<file path="src/rtl/wdt_pkg.sv">
package wdt_pkg;
  localparam int DATA_W = 8;

  typedef enum logic [1:0] {
    REG_CTRL = 2'd0,
    REG_LOAD = 2'd1,
    REG_KEY1 = 2'd2,
    REG_KEY2 = 2'd3
  } wd_reg_e;

  localparam logic [DATA_W-1:0] KEY1_VAL = 8'hA5;
  localparam logic [DATA_W-1:0] KEY2_VAL = 8'h5A;
endpackage

</file>
<file path="src/rtl/wdt_regs.sv">
module wdt_regs
  import wdt_pkg::*;
#(
  parameter int PSEL_W = 3
) (
  input  logic              clk,
  input  logic              por_n,
  input  logic              soft_rst,
  input  logic              fire,
  input  logic              wr_en,
  input  wd_reg_e           wr_sel,
  input  logic [PSEL_W+2:0] ctrl_wdata,
  input  logic [DATA_W-1:0] load_wdata,
  input  wd_reg_e           rd_sel,
  output logic [DATA_W-1:0] rd_data,
  output logic [PSEL_W-1:0] psel_q,
  output logic              run_q,
  output logic              tmo_q,
  output logic              csel_q,
  output logic [DATA_W-1:0] load_q
);
  localparam int RSVD_W = DATA_W - PSEL_W - 3;

  always_ff @(posedge clk or negedge por_n) begin
    if (!por_n) begin
      psel_q <= '1;
      run_q  <= 1'b1;
      csel_q <= 1'b1;
      tmo_q  <= 1'b0;
      load_q <= '1;
    end else if (soft_rst) begin
      psel_q <= '1;
      run_q  <= 1'b1;
      csel_q <= 1'b1;
      load_q <= '1;
    end else if (fire) begin
      psel_q <= '1;
      run_q  <= 1'b1;
      csel_q <= 1'b1;
      tmo_q  <= 1'b1;
      load_q <= '1;
    end else if (wr_en && wr_sel == REG_CTRL) begin
      psel_q <= ctrl_wdata[PSEL_W+2:3];
      run_q  <= ctrl_wdata[2];
      tmo_q  <= ctrl_wdata[1];
      csel_q <= ctrl_wdata[0];
    end else if (wr_en && wr_sel == REG_LOAD) begin
      load_q <= load_wdata;
    end
  end

  always_comb begin
    case (rd_sel)
      REG_CTRL: rd_data = {psel_q, {RSVD_W{1'b0}}, run_q, tmo_q, csel_q};
      REG_LOAD: rd_data = load_q;
      default:  rd_data = '0;
    endcase
  end
endmodule

</file>
<file path="src/rtl/wdt_feed.sv">
module wdt_feed
  import wdt_pkg::*;
(
  input  logic              clk,
  input  logic              por_n,
  input  logic              soft_rst,
  input  logic              fire,
  input  logic              wr_en,
  input  wd_reg_e           wr_sel,
  input  logic [DATA_W-1:0] wr_data,
  output logic              feed_ok
);
  logic armed_q;

  assign feed_ok = wr_en && armed_q && wr_sel == REG_KEY2 && wr_data == KEY2_VAL;

  always_ff @(posedge clk or negedge por_n) begin
    if (!por_n)              armed_q <= 1'b0;
    else if (soft_rst || fire) armed_q <= 1'b0;
    else if (wr_en)          armed_q <= (wr_sel == REG_KEY1) && (wr_data == KEY1_VAL);
  end
endmodule

</file>
<file path="src/rtl/wdt_prescale.sv">
module wdt_prescale #(
  parameter int PSEL_W    = 3,
  parameter int BASE_LOG2 = 5
) (
  input  logic              clk,
  input  logic              por_n,
  input  logic              clr,
  input  logic              step,
  input  logic [PSEL_W-1:0] psel,
  output logic              dec_tick
);
  localparam int NSEL = 1 << PSEL_W;
  localparam int PW   = BASE_LOG2 + NSEL - 1;

  logic [PW-1:0]   pre_q;
  logic [NSEL-1:0] term;

  for (genvar g = 0; g < NSEL; g++) begin : g_term
    assign term[g] = &pre_q[BASE_LOG2+g-1:0];
  end

  assign dec_tick = step & term[psel];

  always_ff @(posedge clk or negedge por_n) begin
    if (!por_n)                pre_q <= '0;
    else if (clr || dec_tick)  pre_q <= '0;
    else if (step)             pre_q <= pre_q + 1'b1;
  end
endmodule

</file>
<file path="src/rtl/wdt_count.sv">
module wdt_count
  import wdt_pkg::*;
(
  input  logic              clk,
  input  logic              por_n,
  input  logic              soft_rst,
  input  logic              feed_ok,
  input  logic              dec_tick,
  input  logic [DATA_W-1:0] load_q,
  output logic [DATA_W-1:0] cnt_q,
  output logic              fire,
  output logic              pulse_q
);
  assign fire = dec_tick && (cnt_q == '0) && !soft_rst;

  always_ff @(posedge clk or negedge por_n) begin
    if (!por_n)                cnt_q <= '1;
    else if (soft_rst || fire) cnt_q <= '1;
    else if (feed_ok)          cnt_q <= load_q;
    else if (dec_tick)         cnt_q <= cnt_q - 1'b1;
  end

  always_ff @(posedge clk or negedge por_n) begin
    if (!por_n) pulse_q <= 1'b0;
    else        pulse_q <= fire;
  end
endmodule

</file>
<file path="src/rtl/wdt_prescaled.sv">
module wdt_prescaled
  import wdt_pkg::*;
#(
  parameter int PSEL_W    = 3,
  parameter int BASE_LOG2 = 5
) (
  input  logic        clk,
  input  logic        por_n,
  input  logic        other_rst,
  input  logic        osc_tick,
  input  logic        wr_en,
  input  logic [1:0]  wr_addr,
  input  logic [7:0]  wr_data,
  input  logic [1:0]  rd_addr,
  output logic [7:0]  rd_data,
  output logic        wdt_rst_o
);
  logic [PSEL_W-1:0] psel_q;
  logic              run_q, tmo_q, csel_q;
  logic [DATA_W-1:0] load_q, cnt_q;
  logic              feed_ok, fire, dec_tick, step, src_tick;
  logic [PSEL_W+2:0] ctrl_wdata;
  wd_reg_e           wr_sel, rd_sel;

  assign wr_sel     = wd_reg_e'(wr_addr);
  assign rd_sel     = wd_reg_e'(rd_addr);
  assign ctrl_wdata = {wr_data[DATA_W-1 -: PSEL_W], wr_data[2:0]};
  assign src_tick   = csel_q ? osc_tick : 1'b1;
  assign step       = run_q & src_tick;

  wdt_regs #(.PSEL_W(PSEL_W)) u_regs (
    .clk(clk), .por_n(por_n), .soft_rst(other_rst), .fire(fire),
    .wr_en(wr_en), .wr_sel(wr_sel), .ctrl_wdata(ctrl_wdata), .load_wdata(wr_data),
    .rd_sel(rd_sel), .rd_data(rd_data),
    .psel_q(psel_q), .run_q(run_q), .tmo_q(tmo_q), .csel_q(csel_q), .load_q(load_q)
  );

  wdt_feed u_feed (
    .clk(clk), .por_n(por_n), .soft_rst(other_rst), .fire(fire),
    .wr_en(wr_en), .wr_sel(wr_sel), .wr_data(wr_data), .feed_ok(feed_ok)
  );

  wdt_prescale #(.PSEL_W(PSEL_W), .BASE_LOG2(BASE_LOG2)) u_pre (
    .clk(clk), .por_n(por_n), .clr(other_rst | fire | feed_ok),
    .step(step), .psel(psel_q), .dec_tick(dec_tick)
  );

  wdt_count u_cnt (
    .clk(clk), .por_n(por_n), .soft_rst(other_rst), .feed_ok(feed_ok),
    .dec_tick(dec_tick), .load_q(load_q), .cnt_q(cnt_q), .fire(fire),
    .pulse_q(wdt_rst_o)
  );
endmodule

</file>
<file path="config.mk">
export PLATFORM = sky130hd
export DESIGN_NAME = wdt_prescaled
export DESIGN_NICKNAME = d
export VERILOG_FILES = /design/src/rtl/wdt_pkg.sv /design/src/rtl/wdt_regs.sv /design/src/rtl/wdt_feed.sv /design/src/rtl/wdt_prescale.sv /design/src/rtl/wdt_count.sv /design/src/rtl/wdt_prescaled.sv
export SDC_FILE = /design/constraint.sdc
export NUM_CORES = 1
export LEC_CHECK = 0
export BUFFER_PORTS_ARGS = -buffer_cell sky130_fd_sc_hd__buf_2
export CORE_ASPECT_RATIO = 1.4
export CORE_MARGIN = 4
export CORE_UTILIZATION = 35
export DETAILED_ROUTE_END_ITERATION = 10
export GPL_TIMING_DRIVEN = 0
export PLACE_DENSITY_LB_ADDON = 0.1
export REMOVE_ABC_BUFFERS = 1
export SKIP_CTS_REPAIR_TIMING = 1
export SLEW_MARGIN = 20
export SYNTH_ARGS = -nofsm -noshare
export SYNTH_HDL_FRONTEND = slang
export SYNTH_SLANG_ARGS = --single-unit
</file>
<file path="constraint.sdc">
create_clock -name clk -period 5.5 [get_ports clk]
set_input_delay 0 -clock clk [delete_from_list [all_inputs] [get_ports clk]]
set_output_delay 0 -clock clk [all_outputs]
set_load 0.02 [all_outputs]
</file>
# Yosys cells after proc, flatten, opt, wreduce, memory -nomap -nowiden
# Index checks and enable logic that the tools add are counted.
classes:
  add_sub_neg: 2
  n_lt_le_gt_ge: 1
  eq_ne: 7
  muxes: 26
  n_bitwise: 5
  n_reduce_logical: 30
ops:
  columns: ["operator", "n"]
  rows:
  - ["$mux W8", 7]
  - ["$mux W12", 2]
  - ["$pmux W8 S2", 1]
  - ["$add A12 B1 Y12 const B", 1]
  - ["$mux W1", 12]
  - ["$reduce_and A12 Y1", 1]
  - ["$reduce_and A11 Y1", 1]
  - ["$reduce_and A10 Y1", 1]
  - ["$mux W3", 3]
  - ["$reduce_and A9 Y1", 1]
  - ["$reduce_bool A3 Y1", 3]
  - ["$eq A8 B7 Y1 const B", 1]
  - ["$eq A8 B8 Y1 const B", 1]
  - ["$logic_and A1 B1 Y1", 8]
  - ["$logic_not A8 Y1", 1]
  - ["$reduce_and A8 Y1", 1]
  - ["$sub A8 B1 Y8 const B", 1]
  - ["$reduce_and A7 Y1", 1]
  - ["$reduce_and A6 Y1", 1]
  - ["$reduce_bool A2 Y1", 3]
  - ["$reduce_and A5 Y1", 1]
  - ["$eq A2 B1 Y1 const B", 2]
  - ["$eq A2 B2 Y1 const B", 2]
  - ["$logic_not A2 Y1", 2]
  - ["other kinds (9)", 13]
word_totals:
  ff_bits: 36
  input_bits: 17
  out_inout_bits: 9
  elab_cells: 80

# Longest topological paths before layout
logic_depth:
  depth_word: 10
  ltp_mapped: 13
  depth_no_buf: 11

# Cells and area by module
# From an unflattened synthesis, not the netlist that was laid out.
unflattened:
  cells_unflattened: 246
  area_unflattened_um2: 2257.2
by_module_without_submodules:
  columns: ["module", "instances", "cells_per_inst", "area_per_inst_um2", "seq_area_each_um2"]
  rows:
  - ["wdt_prescale", 1, 92, 830.8, 300.3]
  - ["wdt_regs", 1, 73, 716.9, 366.6]
  - ["wdt_count", 1, 67, 586.8, 235.2]
  - ["wdt_feed", 1, 11, 105.1, 25.0]
  - ["wdt_prescaled", 1, 3, 17.5, 0.0]

# Least setup slack after synthesis
# OpenSTA, ideal clock, no wires.
synth_timing:
  path_type: "reg-to-reg"
  startpoint: "reg u_pre.pre_q[0]"
  endpoint: "reg u_cnt.cnt_q[0]"
  setup_ps: 94
  t_arrival_ps: 2400
  required_time_ps: 5406
  path_slack_ps: 3006
  stages_incl_launch_ff: 14
  n_path_buf: 2
  period_less_slack_ps: 2494
  path_cell_list: "dfrtp_1 ha_1 nand2_1 nor2_1 and3_1 ha_1 mux2_4 o32ai_2 nor4_2 and2_1 buf_6 buf_8 a221oi_2 o21ai_0"
synth_between:
  elab_chain_len: 8
  elab_cells_between_ends: 16
  classes_between: "3 x mux; 1 x bitwise; 12 x reduce/logical"
synth_lines:
  columns: ["item", "line_no", "text"]
  rows:
  - ["from (decl)", "wdt_prescale.sv:15", "logic [PW-1:0] pre_q;"]
  - ["from (signal assigned)", "wdt_prescale.sv:27", "else if (step) pre_q <= pre_q + 1'b1;"]
  - ["$reduce_and A12 Y1, or another cell as far along", "wdt_prescale.sv:19", "assign term[g] = &pre_q[BASE_LOG2+g-1:0];"]
  - ["$bmux W1 S3 *", "wdt_prescale.sv:22", "assign dec_tick = step & term[psel];"]
  - ["$mux W1 (implied by the code) *", "wdt_prescale.sv:22", null]
  - ["$and A1 B1 Y1 *", "wdt_prescale.sv:22", null]
  - ["$logic_and A1 B1 Y1 (2 in a row)", "wdt_count.sv:14", "assign fire = dec_tick && (cnt_q == '0) && !soft_rst;"]
  - ["$logic_or A1 B1 Y1", "wdt_count.sv:18", "else if (soft_rst || fire) cnt_q <= '1;"]
  - ["$reduce_bool A3 Y1 (no source line) or $mux W8 (tied branches)", null, null]
  - ["to (signal assigned)", "wdt_count.sv:19", "else if (feed_ok) cnt_q <= load_q;"]
  - ["to (signal assigned)", "wdt_count.sv:20", "else if (dec_tick) cnt_q <= cnt_q - 1'b1;"]
  - ["to (decl)", "wdt_count.sv:10", "output logic [DATA_W-1:0] cnt_q,"]
# Mark *: on every way between the ends. The rest lies on a longest branch, timed or not. The select of a mux whose other input is x is not followed.
# A chain may end at the register's enable or synchronous reset.

# Worst setup path in the final report
layout_timing:
  startpoint: "reg u_pre.pre_q[0]"
  endpoint: "reg u_regs.tmo_q"
layout_between:
  elab_chain_len: 8
  elab_cells_between_ends: 16
  classes_between: "3 x mux; 1 x bitwise; 12 x reduce/logical"
layout_lines:
  columns: ["item", "line_no", "text"]
  rows:
  - ["$reduce_and A12 Y1, or another cell as far along", "wdt_prescale.sv:19", null]
  - ["$bmux W1 S3 *", "wdt_prescale.sv:22", null]
  - ["$mux W1 (implied by the code) *", "wdt_prescale.sv:22", null]
  - ["$and A1 B1 Y1 *", "wdt_prescale.sv:22", null]
  - ["$logic_and A1 B1 Y1 * (2 in a row)", "wdt_count.sv:14", null]
  - ["$reduce_bool A2 Y1 (no source line)", null, null]
  - ["$reduce_and A2 Y1 (no source line)", null, null]
  - ["to (signal assigned)", "wdt_regs.sv:45", "tmo_q <= ctrl_wdata[1];"]
  - ["to (decl)", "wdt_regs.sv:18", "output logic tmo_q,"]
# Marks and branches as above.

==> summary.md <==
| Metric | Value |
|---|---|
| Post-synth top area share | 0.251 |
| Critical Path AT | 3.62 ns |
| Starting Density | 0.367 |
| Number of buffers created by CTS | 5 |
| Die X-Extent | 74.9 um |
| Worst Skew | 0.00518 ns |
| Placed cell area | 2340 sq um |
| CP Capture Type | flip-flop |
| LEAKAGE | 1.10 nW |
| Met3 Track Usage GR | 0.0268 |
| Final HPWL DP | 3.83 mm |
| Number of port buffers | 25 |
| Fin crit share | 0.621 |
| Distinct cell type count after synthesis | 51 |
| Worst Path Max Fanout | 22 |
| WL final | 5.51 mm |
| Total grt overflow | 0 |
| Top_reg_cell synth | dfstp_2 |
| Vias in the first global route | 1655 |
| Pin count of the biggest net entering global routing | 37 |
| Crit path time final | 3.42 ns |
| Met2 Track Usage GR | 0.250 |
| Synthesis-stage register bit count | 36 |
| Reg area | 927 sq um |
| Vias | 1760 |
| Asr flop ratio synth | 1.00 |
| Gr busiest metal | met2 |
| Clock Latency Late Sink | 0.29 ns |
| WS Path Type | flip-flop to flip-flop |
| Max-Cap Viols | 0 |
| Gr usage total | 0.154 |
| Area grow syn2layout | 16.0% |
| Final instance area | 2550 sq um |
| Startpoint Class | flip-flop |
| Post-synthesis sequential area ratio | 0.422 |
| Initial antenna violation count | 0 |
| Critical Path Source | u_pre.pre_q[0] |
| Htree depth | 2 |
| Cells after Synth | 229 |
| Met1 usage | 0.203 |
| Worst Hold Class | primary input to flip-flop |
| Core Rows | 33 |
| Inserted Diodes | 0 |
| Status | finished, final reports clean |
| R2r startpoint | u_pre.pre_q[0] |
| DIE AREA | 7620 sq um |
| Fmax | 0.293 GHz |
| Share of post-route cells with drive strength above 1 | 0.268 |
| I/O pin count | 26 |
| Max IR drop VDD | 0.113 mV |
| Final setup TNS | 0 ns |
| Dominant cell type by area after synthesis | dfstp_2 |
| Least-Margin Pin Slew | 0.974 ns |
| # DRC | 0 |
| DRT iter0 DRCs | 105 |
| Worst Min Path Start | wr_en |
| First-pass GRT wire length | 8.70 mm |
| Post-DRT Antenna Nets | 0 |
| Number of synthesized flops with an enable pin | 0 |
| Max-slew violations | 0 |
| Yosys warns | 0 |
| Die extent in y | 102 um |
| Clk root buf | clkbuf_8 |
| DRT Pass-1 Iters | 4 |
| Clk sinks | 36 |
| RSZ-0062 raised after global routing | false |
| Top cells by area, synth | dfstp_2 (25%), dfrtp_1 (17%), mux2i_1 (6.4%), nand2_1 (6.2%), nor4_1 (3.1%) |
| Reg clk slew, reported paths | 0.08 ns |
| Vias per inst | 5.32 |
| Core Region | 5990 sq um |
| Syn_area_per_cell | 9.59 sq um |
| Clk buf depth | 2 |
| Final #Nets | 281 |
| Most common cell after layout, fill and taps aside | nand2_1 |
| Final Hold Vio Count | 0 |
| Routed len/inst | 16.7 um |
| Most frequent cells in the layout | nand2_1 (36), buf_2 (25), dfstp_2 (21) |
| Setup violators final | 0 |
| Pwr/cell area | 230 nW/um^2 |
| Placer Congestion | 0.775 |
| Slew Limit Headroom | 0.351 |
| Data required, critical path | 5.71 ns |
| Multi-input gate area | 1180 sq um |
| Cell Area, Synth | 2200 sq um |
| TritonCTS clock tree | yes |
| Fillers | 591 |
[Yosys cell counts, drive strengths merged, types with 2 or more instances]
master / count
a211oi: 2
a21boi: 5
a21oi: 9
and2: 3
and3: 3
and3b: 3
buf: 5
clkbuf: 5
dfrtp: 15
dfstp: 21
ha: 4
inv: 6
mux2: 2
mux2i: 14
nand2: 36
nand2b: 2
nand3: 11
nand4: 5
nand4bb: 2
nor2: 16
nor2b: 3
nor3: 9
nor4: 12
o211ai: 6
o21ai: 6
o31ai: 2
xnor2: 6
xor2: 4
[final timing paths]
kind | end | slack, ns | cells after the start
max | u_regs.tmo_q | 2.08 | 11
min | u_feed.armed_q | 0.06 | 3
max reg2reg | u_regs.tmo_q | 2.08 | 11
min reg2reg | u_regs.load_q[4] | 0.51 | 2
max in group asynchronous | u_pre.pre_q[11] | 4.61 | 2
min in group asynchronous | u_cnt.pulse_q | 0.33 | 2
[power by group]
group / internal (mW) / switching [mW] / total, mW
registers: 0.275 / 0.00882 / 0.284
clock network: 0.135 / 0.102 / 0.236
logic: 0.0256 / 0.0394 / 0.0650
[area by class of cell]
type | instances | share of cell area
multi-input combinational | 177 | 0.463
sequential | 36 | 0.364
timing repair buffer | 34 | 0.0864
tap | 70 | 0.0344
clock buffer | 5 | 0.0270
clock inverter | 3 | 0.0162
inverter | 6 | 0.00884
[flip-flops by register name, indices dropped and copies added (netlist names)]
register,cells
u_regs.csel_q,1
u_regs.load_q,8
u_pre.pre_q,12
u_regs.run_q,1
u_regs.psel_q,3
u_regs.tmo_q,1
u_cnt.cnt_q,8
u_feed.armed_q,1
u_cnt.pulse_q,1
[metrics by stage]
step	instances	power, mW	setup WS, ns	hold WS (ns)	utilization
floorplan	219	0.319	2.71	-0.296	-
global placement	314	0.350	2.12	0.151	0.390
detailed placement	314	0.351	2.13	0.146	0.391
CTS	322	0.591	2.09	-0.178	0.410
global route	331	0.614	1.74	0.0934	0.425
finish	331	0.585	2.08	0.0569	0.425
[worst max-delay path, cell delays in order, from the launching register on]
cell and delay (ns):
dfrtp_1 0.41, ha_1 0.21, nand2_1 0.10, nor2_1 0.17, and3_1 0.19, ha_1 0.14, mux2_4 0.14, o32ai_2 0.07
nor4_2 0.37, and2_1 0.84, a21oi_4 0.37, a311oi_2 0.32
[cell families (layout without fill, tap and decap cells)]
| kind of cell | count (synthesis) | after routing | share of synthesized area |
|---|---|---|---|
| AOI/OAI and AO/OA | 36 | 36 | 0.127 |
| DFF | 36 | 36 | 0.422 |
| adders and majority gates | 4 | 4 | 0.0228 |
| buffers and inverters | 16 | 48 | 0.0427 |
| muxes | 16 | 16 | 0.0758 |
| xor gates and xnor gates | 10 | 10 | 0.0399 |
| and+or+nand+nor | 111 | 111 | 0.270 |
[per-layer routing]
metal / wire [um] / up-vias / part of all wire
met4: 80 / 0 / 0.015
met3: 167 / 7 / 0.030
met1: 2530 / 841 / 0.46
met2: 2740 / 26 / 0.50
met5: 0 / - / 0
li1: - / 886 / -
No activity file was read; power rests on OpenSTA's default activity.
